## src/rtl/conv_seq_pkg.sv

```systemverilog
package conv_seq_pkg;
  typedef enum logic [1:0] {
    ST_IDLE   = 2'd0,
    ST_SETTLE = 2'd1,
    ST_RUN    = 2'd2
  } seq_state_e;
endpackage

```

## src/rtl/conv_seq_lut.sv

```systemverilog
module conv_seq_lut #(
  parameter int CNT_W    = 16,
  parameter int BASE     = 288,
  parameter int OFFS     = 8,
  parameter int MAX_CODE = 6
) (
  input  logic [2:0]       code,
  input  logic             low_power,
  output logic [CNT_W-1:0] settle,
  output logic [CNT_W-1:0] period,
  output logic             reserved
);
  localparam logic [CNT_W-1:0] BASE_V = CNT_W'(BASE);
  localparam logic [CNT_W-1:0] OFFS_V = CNT_W'(OFFS);

  logic [2:0] eff_code;
  logic [3:0] shamt;

  always_comb begin
    reserved = (32'(code) > MAX_CODE);
    eff_code = reserved ? 3'(MAX_CODE) : code;
    shamt    = {1'b0, eff_code} + {3'b000, low_power};
    // doubling per code step plus a fixed pipeline overhead
    settle   = (BASE_V << shamt) + OFFS_V;
    // quarter of the settling time, rounded to nearest
    period   = (settle + CNT_W'(2)) >> 2;
  end
endmodule

```

## src/rtl/conv_seq_rst.sv

```systemverilog
module conv_seq_rst #(
  parameter int INIT_CYC = 18
) (
  input  logic clk,
  input  logic rst_n,
  input  logic rst_pin_n,
  input  logic cmd_reset,
  output logic soft_rst,
  output logic init_busy
);
  localparam int IW = $clog2(INIT_CYC + 1);

  logic [IW-1:0] cnt_q, cnt_d;
  logic          busy_q, busy_d;

  assign soft_rst  = ~rst_pin_n | cmd_reset;
  assign init_busy = busy_q;

  always_comb begin
    cnt_d  = cnt_q;
    busy_d = busy_q;
    if (soft_rst) begin
      cnt_d  = '0;
      busy_d = 1'b1;
    end else if (busy_q) begin
      if (cnt_q == IW'(INIT_CYC - 1)) busy_d = 1'b0;
      else                            cnt_d  = cnt_q + 1'b1;
    end
  end

  always_ff @(posedge clk or negedge rst_n) begin
    if (!rst_n) begin
      cnt_q  <= '0;
      busy_q <= 1'b1;
    end else begin
      cnt_q  <= cnt_d;
      busy_q <= busy_d;
    end
  end

  assert_init_restart_R2: assert property (@(posedge clk) disable iff (!rst_n)
    soft_rst |=> (init_busy && cnt_q == '0));
endmodule

```

## src/rtl/conv_seq_run.sv

```systemverilog
module conv_seq_run (
  input  logic clk,
  input  logic rst_n,
  input  logic soft_rst,
  input  logic start_pin,
  input  logic cmd_start,
  input  logic cmd_stop,
  output logic run_req,
  output logic start_evt
);
  logic latch_q, latch_d;
  logic pin_q;

  always_comb begin
    latch_d = latch_q;
    if (soft_rst)       latch_d = 1'b0;
    else if (cmd_stop)  latch_d = 1'b0;
    else if (cmd_start) latch_d = 1'b1;
  end

  always_ff @(posedge clk or negedge rst_n) begin
    if (!rst_n) begin
      latch_q <= 1'b0;
      pin_q   <= 1'b0;
    end else begin
      latch_q <= latch_d;
      pin_q   <= start_pin;
    end
  end

  assign run_req   = start_pin | latch_q;
  assign start_evt = cmd_start | (start_pin & ~pin_q);

  assert_stop_clears_R3: assert property (@(posedge clk) disable iff (!rst_n)
    (cmd_stop && !start_pin) |=> !run_req);
endmodule

```

## src/rtl/conv_seq.sv

```systemverilog
module conv_seq
  import conv_seq_pkg::*;
#(
  parameter int CNT_W       = 16,
  parameter int INIT_CYC    = 18,
  parameter int PULSE_W     = 4,
  parameter int SETTLE_BASE = 288,
  parameter int SETTLE_OFFS = 8,
  parameter int FLAG_PULSE  = 4
) (
  input  logic       clk,
  input  logic       rst_n,
  input  logic       rst_pin_n,
  input  logic       start_pin,
  input  logic       cmd_reset,
  input  logic       cmd_start,
  input  logic       cmd_stop,
  input  logic       cfg_wr,
  input  logic [2:0] rate_code,
  input  logic       low_power,
  input  logic       single_shot,
  output logic       conv_active,
  output logic       data_ready_n,
  output logic       init_busy,
  output logic       settled_mark,
  output logic       rate_err
);
  localparam int NP_W = $clog2(FLAG_PULSE + 2);

  logic             soft_rst, run_req, start_evt;
  logic [CNT_W-1:0] lut_settle, lut_period;
  logic             lut_rsvd;

  conv_seq_rst #(.INIT_CYC(INIT_CYC)) u_rst (
    .clk(clk), .rst_n(rst_n), .rst_pin_n(rst_pin_n), .cmd_reset(cmd_reset),
    .soft_rst(soft_rst), .init_busy(init_busy)
  );

  conv_seq_run u_run (
    .clk(clk), .rst_n(rst_n), .soft_rst(soft_rst), .start_pin(start_pin),
    .cmd_start(cmd_start), .cmd_stop(cmd_stop),
    .run_req(run_req), .start_evt(start_evt)
  );

  conv_seq_lut #(.CNT_W(CNT_W), .BASE(SETTLE_BASE), .OFFS(SETTLE_OFFS)) u_lut (
    .code(rate_code), .low_power(low_power),
    .settle(lut_settle), .period(lut_period), .reserved(lut_rsvd)
  );

  seq_state_e       state_q, state_d;
  logic [CNT_W-1:0] cnt_q, cnt_d, set_q, set_d, per_q, per_d;
  logic             ssm_q, ssm_d, done_q, done_d, err_q, err_d;
  logic [NP_W-1:0]  np_q, np_d;
  logic             load;

  // begin settling: from idle on a start, or restart on a rate/respiration write
  assign load = run_req & ((state_q == ST_IDLE)
                           ? (~init_busy & (~done_q | start_evt))
                           : cfg_wr);

  always_comb begin
    state_d = state_q;
    cnt_d   = cnt_q;
    set_d   = set_q;
    per_d   = per_q;
    ssm_d   = ssm_q;
    done_d  = done_q;
    np_d    = np_q;
    err_d   = err_q;
    if (soft_rst) begin
      state_d = ST_IDLE;
      cnt_d   = '0;
      done_d  = 1'b0;
      np_d    = '0;
      err_d   = 1'b0;
    end else if (load) begin
      state_d = ST_SETTLE;
      cnt_d   = '0;
      set_d   = lut_settle;
      per_d   = lut_period;
      ssm_d   = single_shot;
      done_d  = 1'b0;
      np_d    = '0;
      if (lut_rsvd) err_d = 1'b1;
    end else begin
      case (state_q)
        ST_IDLE: begin
          if (!run_req) done_d = 1'b0;
        end
        ST_SETTLE: begin
          if (!run_req) begin
            state_d = ST_IDLE;
            done_d  = 1'b0;
          end else if (cnt_q == set_q - 1'b1) begin
            state_d = ST_RUN;
            cnt_d   = '0;
            np_d    = NP_W'(1);
          end else begin
            cnt_d = cnt_q + 1'b1;
          end
        end
        ST_RUN: begin
          if (!run_req) begin
            state_d = ST_IDLE;
            done_d  = 1'b0;
          end else if (cnt_q == per_q - 1'b1) begin
            cnt_d = '0;
            if (ssm_q) begin
              state_d = ST_IDLE;
              done_d  = 1'b1;
            end else if (np_q != '1) begin
              np_d = np_q + 1'b1;
            end
          end else begin
            cnt_d = cnt_q + 1'b1;
          end
        end
        default: state_d = ST_IDLE;
      endcase
    end
  end

  always_ff @(posedge clk or negedge rst_n) begin
    if (!rst_n) begin
      state_q <= ST_IDLE;
      cnt_q   <= '0;
      set_q   <= '0;
      per_q   <= '0;
      ssm_q   <= 1'b0;
      done_q  <= 1'b0;
      np_q    <= '0;
      err_q   <= 1'b0;
    end else begin
      state_q <= state_d;
      cnt_q   <= cnt_d;
      set_q   <= set_d;
      per_q   <= per_d;
      ssm_q   <= ssm_d;
      done_q  <= done_d;
      np_q    <= np_d;
      err_q   <= err_d;
    end
  end

  always_comb begin
    conv_active  = (state_q != ST_IDLE);
    data_ready_n = ~((state_q == ST_RUN) &&
                     (ssm_q || (cnt_q < CNT_W'(PULSE_W))));
    settled_mark = (state_q == ST_RUN) && (np_q == NP_W'(FLAG_PULSE)) && !data_ready_n;
    rate_err     = err_q;
  end

  assert_halt_no_ready_R3: assert property (@(posedge clk) disable iff (!rst_n)
    !run_req |=> data_ready_n);
  assert_init_blocks_conv_R2: assert property (@(posedge clk) disable iff (!rst_n)
    init_busy |-> !conv_active);
  assert_start_ready_high_R5: assert property (@(posedge clk) disable iff (!rst_n)
    $rose(conv_active) |-> data_ready_n);
  assert_mark_on_pulse_R9: assert property (@(posedge clk) disable iff (!rst_n)
    settled_mark |-> !data_ready_n);
  assert_err_sticky_R10: assert property (@(posedge clk) disable iff (!rst_n)
    (rate_err && !soft_rst) |=> rate_err);
endmodule

```

## config.mk

```make
export PLATFORM = sky130hd
export DESIGN_NAME = conv_seq
export DESIGN_NICKNAME = d
export VERILOG_FILES = /design/src/rtl/conv_seq_pkg.sv /design/src/rtl/conv_seq_lut.sv /design/src/rtl/conv_seq_rst.sv /design/src/rtl/conv_seq_run.sv /design/src/rtl/conv_seq.sv
export SDC_FILE = /design/constraint.sdc
export NUM_CORES = 1
export LEC_CHECK = 0
export BUFFER_PORTS_ARGS = -buffer_cell sky130_fd_sc_hd__buf_2
export CORE_MARGIN = 2
export CORE_UTILIZATION = 45
export CTS_CLUSTER_DIAMETER = 40
export DETAILED_ROUTE_END_ITERATION = 7
export GPL_ROUTABILITY_DRIVEN = 0
export GPL_TIMING_DRIVEN = 0
export PLACE_DENSITY = 0.68
export SLEW_MARGIN = 25
export SYNTH_ARGS = -nofsm -noshare
export SYNTH_HDL_FRONTEND = slang
export SYNTH_SLANG_ARGS = --single-unit
```

## constraint.sdc

```tcl
create_clock -name clk -period 3.1 [get_ports clk]
set_input_delay 0.155 -clock clk [delete_from_list [all_inputs] [get_ports clk]]
set_output_delay 0.155 -clock clk [all_outputs]
set_load 0.02 [all_outputs]
```

# [Yosys cells after proc, flatten, opt, wreduce, memory -nomap -nowiden]
# Index checks and enable logic that the tools add are counted.
[op_classes] addsub=8 n_lt_le_gt_ge=2 n_eq_ne=19 shifts=1 n_mux=45 bitwise=13 reduce_logical=20
[ops] cell="2-to-1 mux 16 bit" n=6
[ops] cell="== test 16 bit" n=2
[ops] cell="one-hot mux 16 bit (2 select lines)" n=1
[ops] cell="2-to-1 mux 3 bit" n=9
[ops] cell="!= test 4 bit (second input constant)" n=6
[ops] cell="adder 16 x 1 -> 16 bit (second input constant)" n=1
[ops] cell="adder 16 x 2 -> 16 bit (second input constant)" n=1
[ops] cell="adder 16 x 4 -> 16 bit (second input constant)" n=1
[ops] cell="< comparator 16 x 3 -> 1 bit (second input constant)" n=1
[ops] cell="2-to-1 mux 1 bit" n=16
[ops] cell="<< shifter 9 x 4 -> 16 bit (first input constant)" n=1
[ops] cell="subtractor 16 x 1 -> 16 bit (second input constant)" n=1
[ops] cell="2-to-1 mux 5 bit" n=3
[ops] cell="!= test 5 bit (second input constant)" n=3
[ops] cell="subtractor 14 x 1 -> 15 bit (second input constant)" n=1
[ops] cell="2-to-1 mux 2 bit" n=7
[ops] cell="AND reduction 4 bit" n=2
[ops] cell="nonzero test 2 bit" n=4
[ops] cell="nonzero test 4 bit" n=2
[ops] cell="AND reduction 7 bit" n=1
[ops] cell="!= test 3 bit (second input constant)" n=2
[ops] cell="inverter 1 bit" n=6
[ops] cell="one-hot mux 2 bit (3 select lines)" n=1
[ops] cell="one-hot mux 3 bit (2 select lines)" n=1
[ops] cell="other kinds (20)" n=29
[word_totals] register_bits=62 inputBits=13 out_inout_bits=5 elab_cells=120

# [Longest topological paths before layout]
[depth] ltp_word=9 mapped_depth=11 ltp_nobuf=10

# [Modules after synthesis]
# Synthesis repeated with hierarchy kept, for this count alone.
[hier_totals] hier_cells=542 hier_area_um2=4943.5
[modules_own_cells] mod="conv_seq" instances=1 cells_each=440 area_each_um2=4075.2 seq_area_each_um2=1401.3
[modules_own_cells] mod="conv_seq_lut" instances=1 cells_each=65 area_each_um2=473.0 seq_area_each_um2=0.0
[modules_own_cells] mod="conv_seq_rst" instances=1 cells_each=30 area_each_um2=314.1 seq_area_each_um2=151.4
[modules_own_cells] mod="conv_seq_run" instances=1 cells_each=7 area_each_um2=81.3 seq_area_each_um2=50.0

# [Least setup slack after synthesis]
# OpenSTA, ideal clock, no wires.
[synth_path] kind="register -> register" from="reg set_q[3]" to="reg cnt_q[5]" setup_ps=121 arrival_ps=2830 required_ps=2979 path_slack_ps=149 path_stages_with_launch=11 n_path_buf=2 synth_period_minus_slack_ps=2951 cell_sequence="dfrtp_1 or4_1 buf_2 or4_1 a32oi_1 o2111ai_2 nor4_4 a211oi_4 and2_4 buf_6 a22o_1"
[synth_between] elab_chain_cells=7
[synth_lines] item="start: declaration" line="conv_seq.sv:51" rtl="logic [CNT_W-1:0] cnt_q, cnt_d, set_q, set_d, per_q, per_d;"
[synth_lines] item="start signal: assignment" line="conv_seq.sv:136" rtl="set_q <= set_d;"
[synth_lines] item="subtractor 16 x 1 -> 16 bit" line="conv_seq.sv:94" rtl="end else if (cnt_q == set_q - 1'b1) begin"
[synth_lines] item="== test 16 bit" line="conv_seq.sv:94"
[synth_lines] item="2-to-1 mux 16 bit" line="conv_seq.sv:94"
[synth_lines] item="2-to-1 mux 16 bit" line="conv_seq.sv:91" rtl="if (!run_req) begin"
[synth_lines] item="one-hot mux 16 bit (2 select lines)" line="conv_seq.sv:86" rtl="case (state_q)"
[synth_lines] item="2-to-1 mux 16 bit" line="conv_seq.sv:76" rtl="end else if (load) begin"
[synth_lines] item="2-to-1 mux 16 bit" line="conv_seq.sv:70" rtl="if (soft_rst) begin"
[synth_lines] item="end signal: assignment" line="conv_seq.sv:135" rtl="cnt_q <= cnt_d;"
[synth_lines] item="end: declaration" line="conv_seq.sv:51"
# No other way between the ends. The select of a mux whose other input is x is not followed.
# A chain may end at the register's enable or synchronous reset.

# [Worst setup path in the final report]
[layout_path] from="reg set_q[6]" to="reg cnt_q[13]"
# The elaborated chain is that of the path after synthesis.

==> metrics.txt <==
# TYPE chip_impl_metric gauge
chip_impl_info{name="run_status",value="finished with violations"} 1
chip_impl_info{name="violated_checks",value="negative setup slack"} 1
chip_impl_metric{name="groute.layer.met2.usage",unit="%"} 31.52
chip_impl_metric{name="finalHoldViolCount",unit=""} 0
chip_impl_info{name="crit_path_end",value="cnt_q[13]$_DFFE_PN0P_"} 1
chip_impl_metric{name="place.detailed.instances",unit=""} 513
chip_impl_info{name="synth_largest_area_cell",value="sky130_fd_sc_hd__dfrtp_1"} 1
chip_impl_metric{name="ir_drop",unit="V"} 0.0002320
chip_impl_metric{name="htree_num_levels",unit=""} 2
chip_impl_metric{name="drc_errors",unit=""} 0
chip_impl_metric{name="fillCellCount",unit=""} 693
chip_impl_info{name="yosys-top-cells-count",value="sky130_fd_sc_hd__nand2_1, sky130_fd_sc_hd__dfrtp_1, sky130_fd_sc_hd__nor2_1"} 1
chip_impl_metric{name="min_period_over_period",unit="%"} 102.3
chip_impl_info{name="setup_repair_after_global_routing_missed_its_margin",value="true"} 1
chip_impl_metric{name="post_synth_and_or_nand_nor_area_fraction",unit="%"} 25.04
chip_impl_metric{name="average_detailed_routed_wire_length_per_instance",unit="um"} 14.62
chip_impl_metric{name="detail-route-antenna-nets",unit=""} 0
chip_impl_metric{name="areaGrowthSynthToFinish",unit="%"} 17.45
chip_impl_metric{name="path_max_fanout",unit=""} 8
chip_impl_metric{name="post_route_cells_drive_above_1_share",unit="%"} 15.77
chip_impl_metric{name="cp.arrival",unit="ps"} 3360
chip_impl_metric{name="grt_max_degree",unit=""} 45
chip_impl_info{name="post_synth_main_area_contributors",value="sky130_fd_sc_hd__dfrtp_1, sky130_fd_sc_hd__ha_1, sky130_fd_sc_hd__nand2_1, sky130_fd_sc_hd__nor2_1, sky130_fd_sc_hd__xnor2_1"} 1
chip_impl_metric{name="worstRegToRegCells",unit=""} 10
chip_impl_info{name="reg2reg_from",value="set_q[6]$_DFFE_PN0P_"} 1
chip_impl_metric{name="postSynth.asyncResetShare",unit="%"} 100.0
chip_impl_metric{name="grt_use_met3",unit="%"} 3.088
chip_impl_metric{name="max_cap_viol_count",unit=""} 0
chip_impl_metric{name="report.final.slew_viol_count",unit=""} 0
chip_impl_metric{name="setup_ws",unit="ps"} -71.45
chip_impl_metric{name="global_route_usage_sum",unit="%"} 19.24
chip_impl_metric{name="num_vias",unit=""} 2992
chip_impl_metric{name="yosys.area_share.xor_xnor",unit="%"} 8.408
chip_impl_metric{name="chipHeight",unit="um"} 90.26
chip_impl_metric{name="number_of_detailed_routing_iterations_run_before_antenna_repair",unit=""} 5
chip_impl_info{name="clock-root-buffer",value="sky130_fd_sc_hd__clkbuf_8"} 1
chip_impl_metric{name="detail_route.vias_per_cell",unit=""} 5.510
chip_impl_metric{name="io_pins",unit=""} 18
chip_impl_metric{name="worst_clock_skew",unit="ps"} 9.781
chip_impl_metric{name="area.sequential",unit="um^2"} 1106
chip_impl_info{name="holdCritPathClass",value="in -> reg"} 1
chip_impl_metric{name="multi_input_area",unit="um^2"} 2091
chip_impl_metric{name="dp.final_hpwl",unit="mm"} 5.712
chip_impl_metric{name="gr-total-overflow",unit=""} 0
chip_impl_metric{name="dr.first_iter.drc_count",unit=""} 252
chip_impl_info{name="timing.critical_path.from",value="set_q[6]$_DFFE_PN0P_"} 1
chip_impl_metric{name="crit_required",unit="ps"} 3290
chip_impl_metric{name="clockBufferDepth",unit=""} 2
chip_impl_metric{name="syn_inst",unit=""} 397
chip_impl_metric{name="clock_sinks",unit=""} 44
chip_impl_metric{name="groute.layer.met1.usage",unit="%"} 25.99
chip_impl_metric{name="synthDominantCellAreaShare",unit="%"} 32.14
chip_impl_info{name="post-synth-top-count-cell",value="sky130_fd_sc_hd__nand2_1"} 1
chip_impl_info{name="critPathKind",value="reg -> reg"} 1
chip_impl_metric{name="synth_sequential_area_ratio",unit="%"} 32.92
chip_impl_metric{name="die_x",unit="um"} 90.26
chip_impl_metric{name="final-instance-count-excl-fill",unit=""} 543
chip_impl_metric{name="std_cell_rows",unit=""} 31
chip_impl_metric{name="synth_adder_area_share",unit="%"} 5.979
chip_impl_metric{name="initial_utilization",unit="%"} 46.41
chip_impl_metric{name="grt_pass1_wl",unit="mm"} 13.05
chip_impl_metric{name="cts_buffers",unit=""} 5
chip_impl_info{name="ys_dominant_reg_cell",value="sky130_fd_sc_hd__dfrtp_1"} 1
chip_impl_metric{name="p_leak",unit="nW"} 1.756
chip_impl_metric{name="worst-r2r-setup-slack",unit="ps"} -70
chip_impl_metric{name="synth_compound_area_share",unit="%"} 19.51
chip_impl_metric{name="synth_enable_flop_cells",unit=""} 0
chip_impl_metric{name="clk_latency",unit="ps"} 300
chip_impl_metric{name="routed_wirelength",unit="mm"} 7.937
chip_impl_info{name="worst_setup_path_start_kind",value="flip-flop"} 1
chip_impl_metric{name="highest_clock_rate",unit="MHz"} 315.3
chip_impl_metric{name="antenna-diode-count",unit=""} 0
chip_impl_metric{name="netlist_area",unit="um^2"} 3348
chip_impl_metric{name="muxShareOfSynthArea",unit="%"} 2.242
chip_impl_metric{name="design.die.area",unit="um^2"} 8147
chip_impl_metric{name="worst_max_slew_pin_slew",unit="ps"} 658.1
chip_impl_metric{name="number_of_distinct_library_cells_after_synthesis",unit=""} 66
chip_impl_info{name="largest_family_of_logic_cells_by_synthesized_area",value="simple AND/OR/NAND/NOR gates"} 1
chip_impl_metric{name="post_layout_net_count",unit=""} 472
chip_impl_metric{name="post-route-min-period",unit="ps"} 3171
chip_impl_metric{name="core_region_area",unit="um^2"} 7214
chip_impl_info{name="cts_tree",value="done"} 1
chip_impl_metric{name="final_core_util",unit="%"} 54.51
chip_impl_info{name="grt-busiest-layer",value="met2"} 1
chip_impl_metric{name="synth_fp_nets",unit=""} 426
chip_impl_metric{name="relSlewSlack",unit="%"} 55.83
chip_impl_metric{name="post_synth.cell_area_avg",unit="um^2"} 8.434
chip_impl_metric{name="power_density",unit="nW/um^2"} 305.9
chip_impl_metric{name="synth_seq_cells",unit=""} 44
chip_impl_metric{name="port_buffers",unit=""} 17
chip_impl_info{name="rr_endpoint",value="cnt_q[13]$_DFFE_PN0P_"} 1
chip_impl_metric{name="grt_antenna_before_repair",unit=""} 0
chip_impl_metric{name="grt_pass1_vias",unit=""} 2801
chip_impl_metric{name="synth-warning-count",unit=""} 0
chip_impl_metric{name="cts.clk_slew.worst_paths",unit="ps"} 90
chip_impl_metric{name="setup_viol",unit=""} 10
chip_impl_info{name="cp_endpoint_kind",value="flip-flop"} 1
sequential cells by signal, summed over array words and instances, names as in the netlist:
name and count:
cnt_q 16, u_run.latch_q 1, ssm_q 1, set_q 12, state_q 2, done_q 1, u_run.pin_q 1, rate_err 1
u_rst.cnt_q 5, u_rst.init_busy 1, np_q 3
worst min-delay path by stage:
stage / start / endpoint / cells after the start
after global routing: single_shot / ssm_q$_DFFE_PN0P_ / 2
after CTS: rst_n / np_q[0]$_DFFE_PN0P_ / 1
after global placement: start_pin / u_run.pin_q$_DFF_PN0_ / 1
after detailed placement: start_pin / u_run.pin_q$_DFF_PN0_ / 1
final: single_shot / ssm_q$_DFFE_PN0P_ / 2
after floorplan: rst_n / cnt_q[0]$_DFFE_PN0P_ / 0
stage by stage:
stage | setup slack, ps | TNS [ps] | hold slack (ps) | cell area [um^2] | total power, W
after CTS | 9.926 | 0 | 43.50 | 3774 | 0.001207
after floorplan | 148.9 | 0 | -140.6 | 3348 | 0.0006983
after detailed placement | -107.8 | -1131 | 296.0 | 3563 | 0.0007451
after global placement | -212.0 | -2829 | 294.1 | 3557 | 0.0007412
after global routing | -138.5 | -1234 | 80.58 | 3933 | 0.001261
final | -71.45 | -507.6 | 74.68 | 3933 | 0.001203
what timing repair did:
| item | in CTS | in global routing |
|---|---|---|
| pin swaps | 4 | 9 |
| hold endpoints to repair | 2 | 43 |
| endpoints found under the setup margin | 14 | 19 |
| hold buffers | 2 | 1 |
| gates resized for setup | 4 | 13 |
| buffers inserted | 8 | 10 |
| gates cloned | 0 | 1 |
per-layer routing:
layer  routed length [um]  part of all wire (%)  up-vias
met5                    0                     0        -
met4                  146                   1.8        0
met3                  225                   2.8       12
met2                 3902                    49       58
met1                 3662                    46     1424
li1                     -                     -     1498
cells by family (layout without fill, tap and decap cells):
group / count (synthesis) / count (layout)
simple gates: 161 / 161
compound gates: 91 / 91
buf+inv: 49 / 96
flops: 44 / 44
xor+xnor: 29 / 29
fa+ha+maj: 16 / 16
mux: 7 / 7
area by class of cell:
cell class | instances | share of cell area [%]
Multi-Input combinational cell | 304 | 53.17
Sequential cell | 44 | 28.13
Timing Repair Buffer | 39 | 7.063
Buffer | 24 | 3.150
Tap cell | 99 | 3.150
Inverter | 25 | 2.386
Clock buffer | 5 | 1.750
Clock inverter | 3 | 1.209
layout by cell type (no fill, tap or decap), drive strengths merged, types with 16 or more instances in the layout:
master,n
nand2,45
dfrtp,43
nor2,41
buf,40
inv,25
clkbuf,25
o21ai,19
xnor2,16
ha,16
power breakdown:
part / internal (W) / switching, W / leakage (nW)
registers: 0.000581 / 0.00000807 / 0.597
clock network: 0.000243 / 0.000208 / 0.0583
logic: 0.0000706 / 0.0000930 / 1.10
worst max-delay path, cell delays in order, from the launching register on:
cell,delay (ps)
sky130_fd_sc_hd__dfrtp_2,450
sky130_fd_sc_hd__or4_4,550
sky130_fd_sc_hd__buf_8,160
sky130_fd_sc_hd__or4_1,400
sky130_fd_sc_hd__a32oi_1,220
sky130_fd_sc_hd__o2111ai_2,210
sky130_fd_sc_hd__nor4_4,380
sky130_fd_sc_hd__a211oi_4,140
sky130_fd_sc_hd__and2_4,200
sky130_fd_sc_hd__clkbuf_16,150
sky130_fd_sc_hd__a22o_1,200
Power figures use the tool's default switching activity.
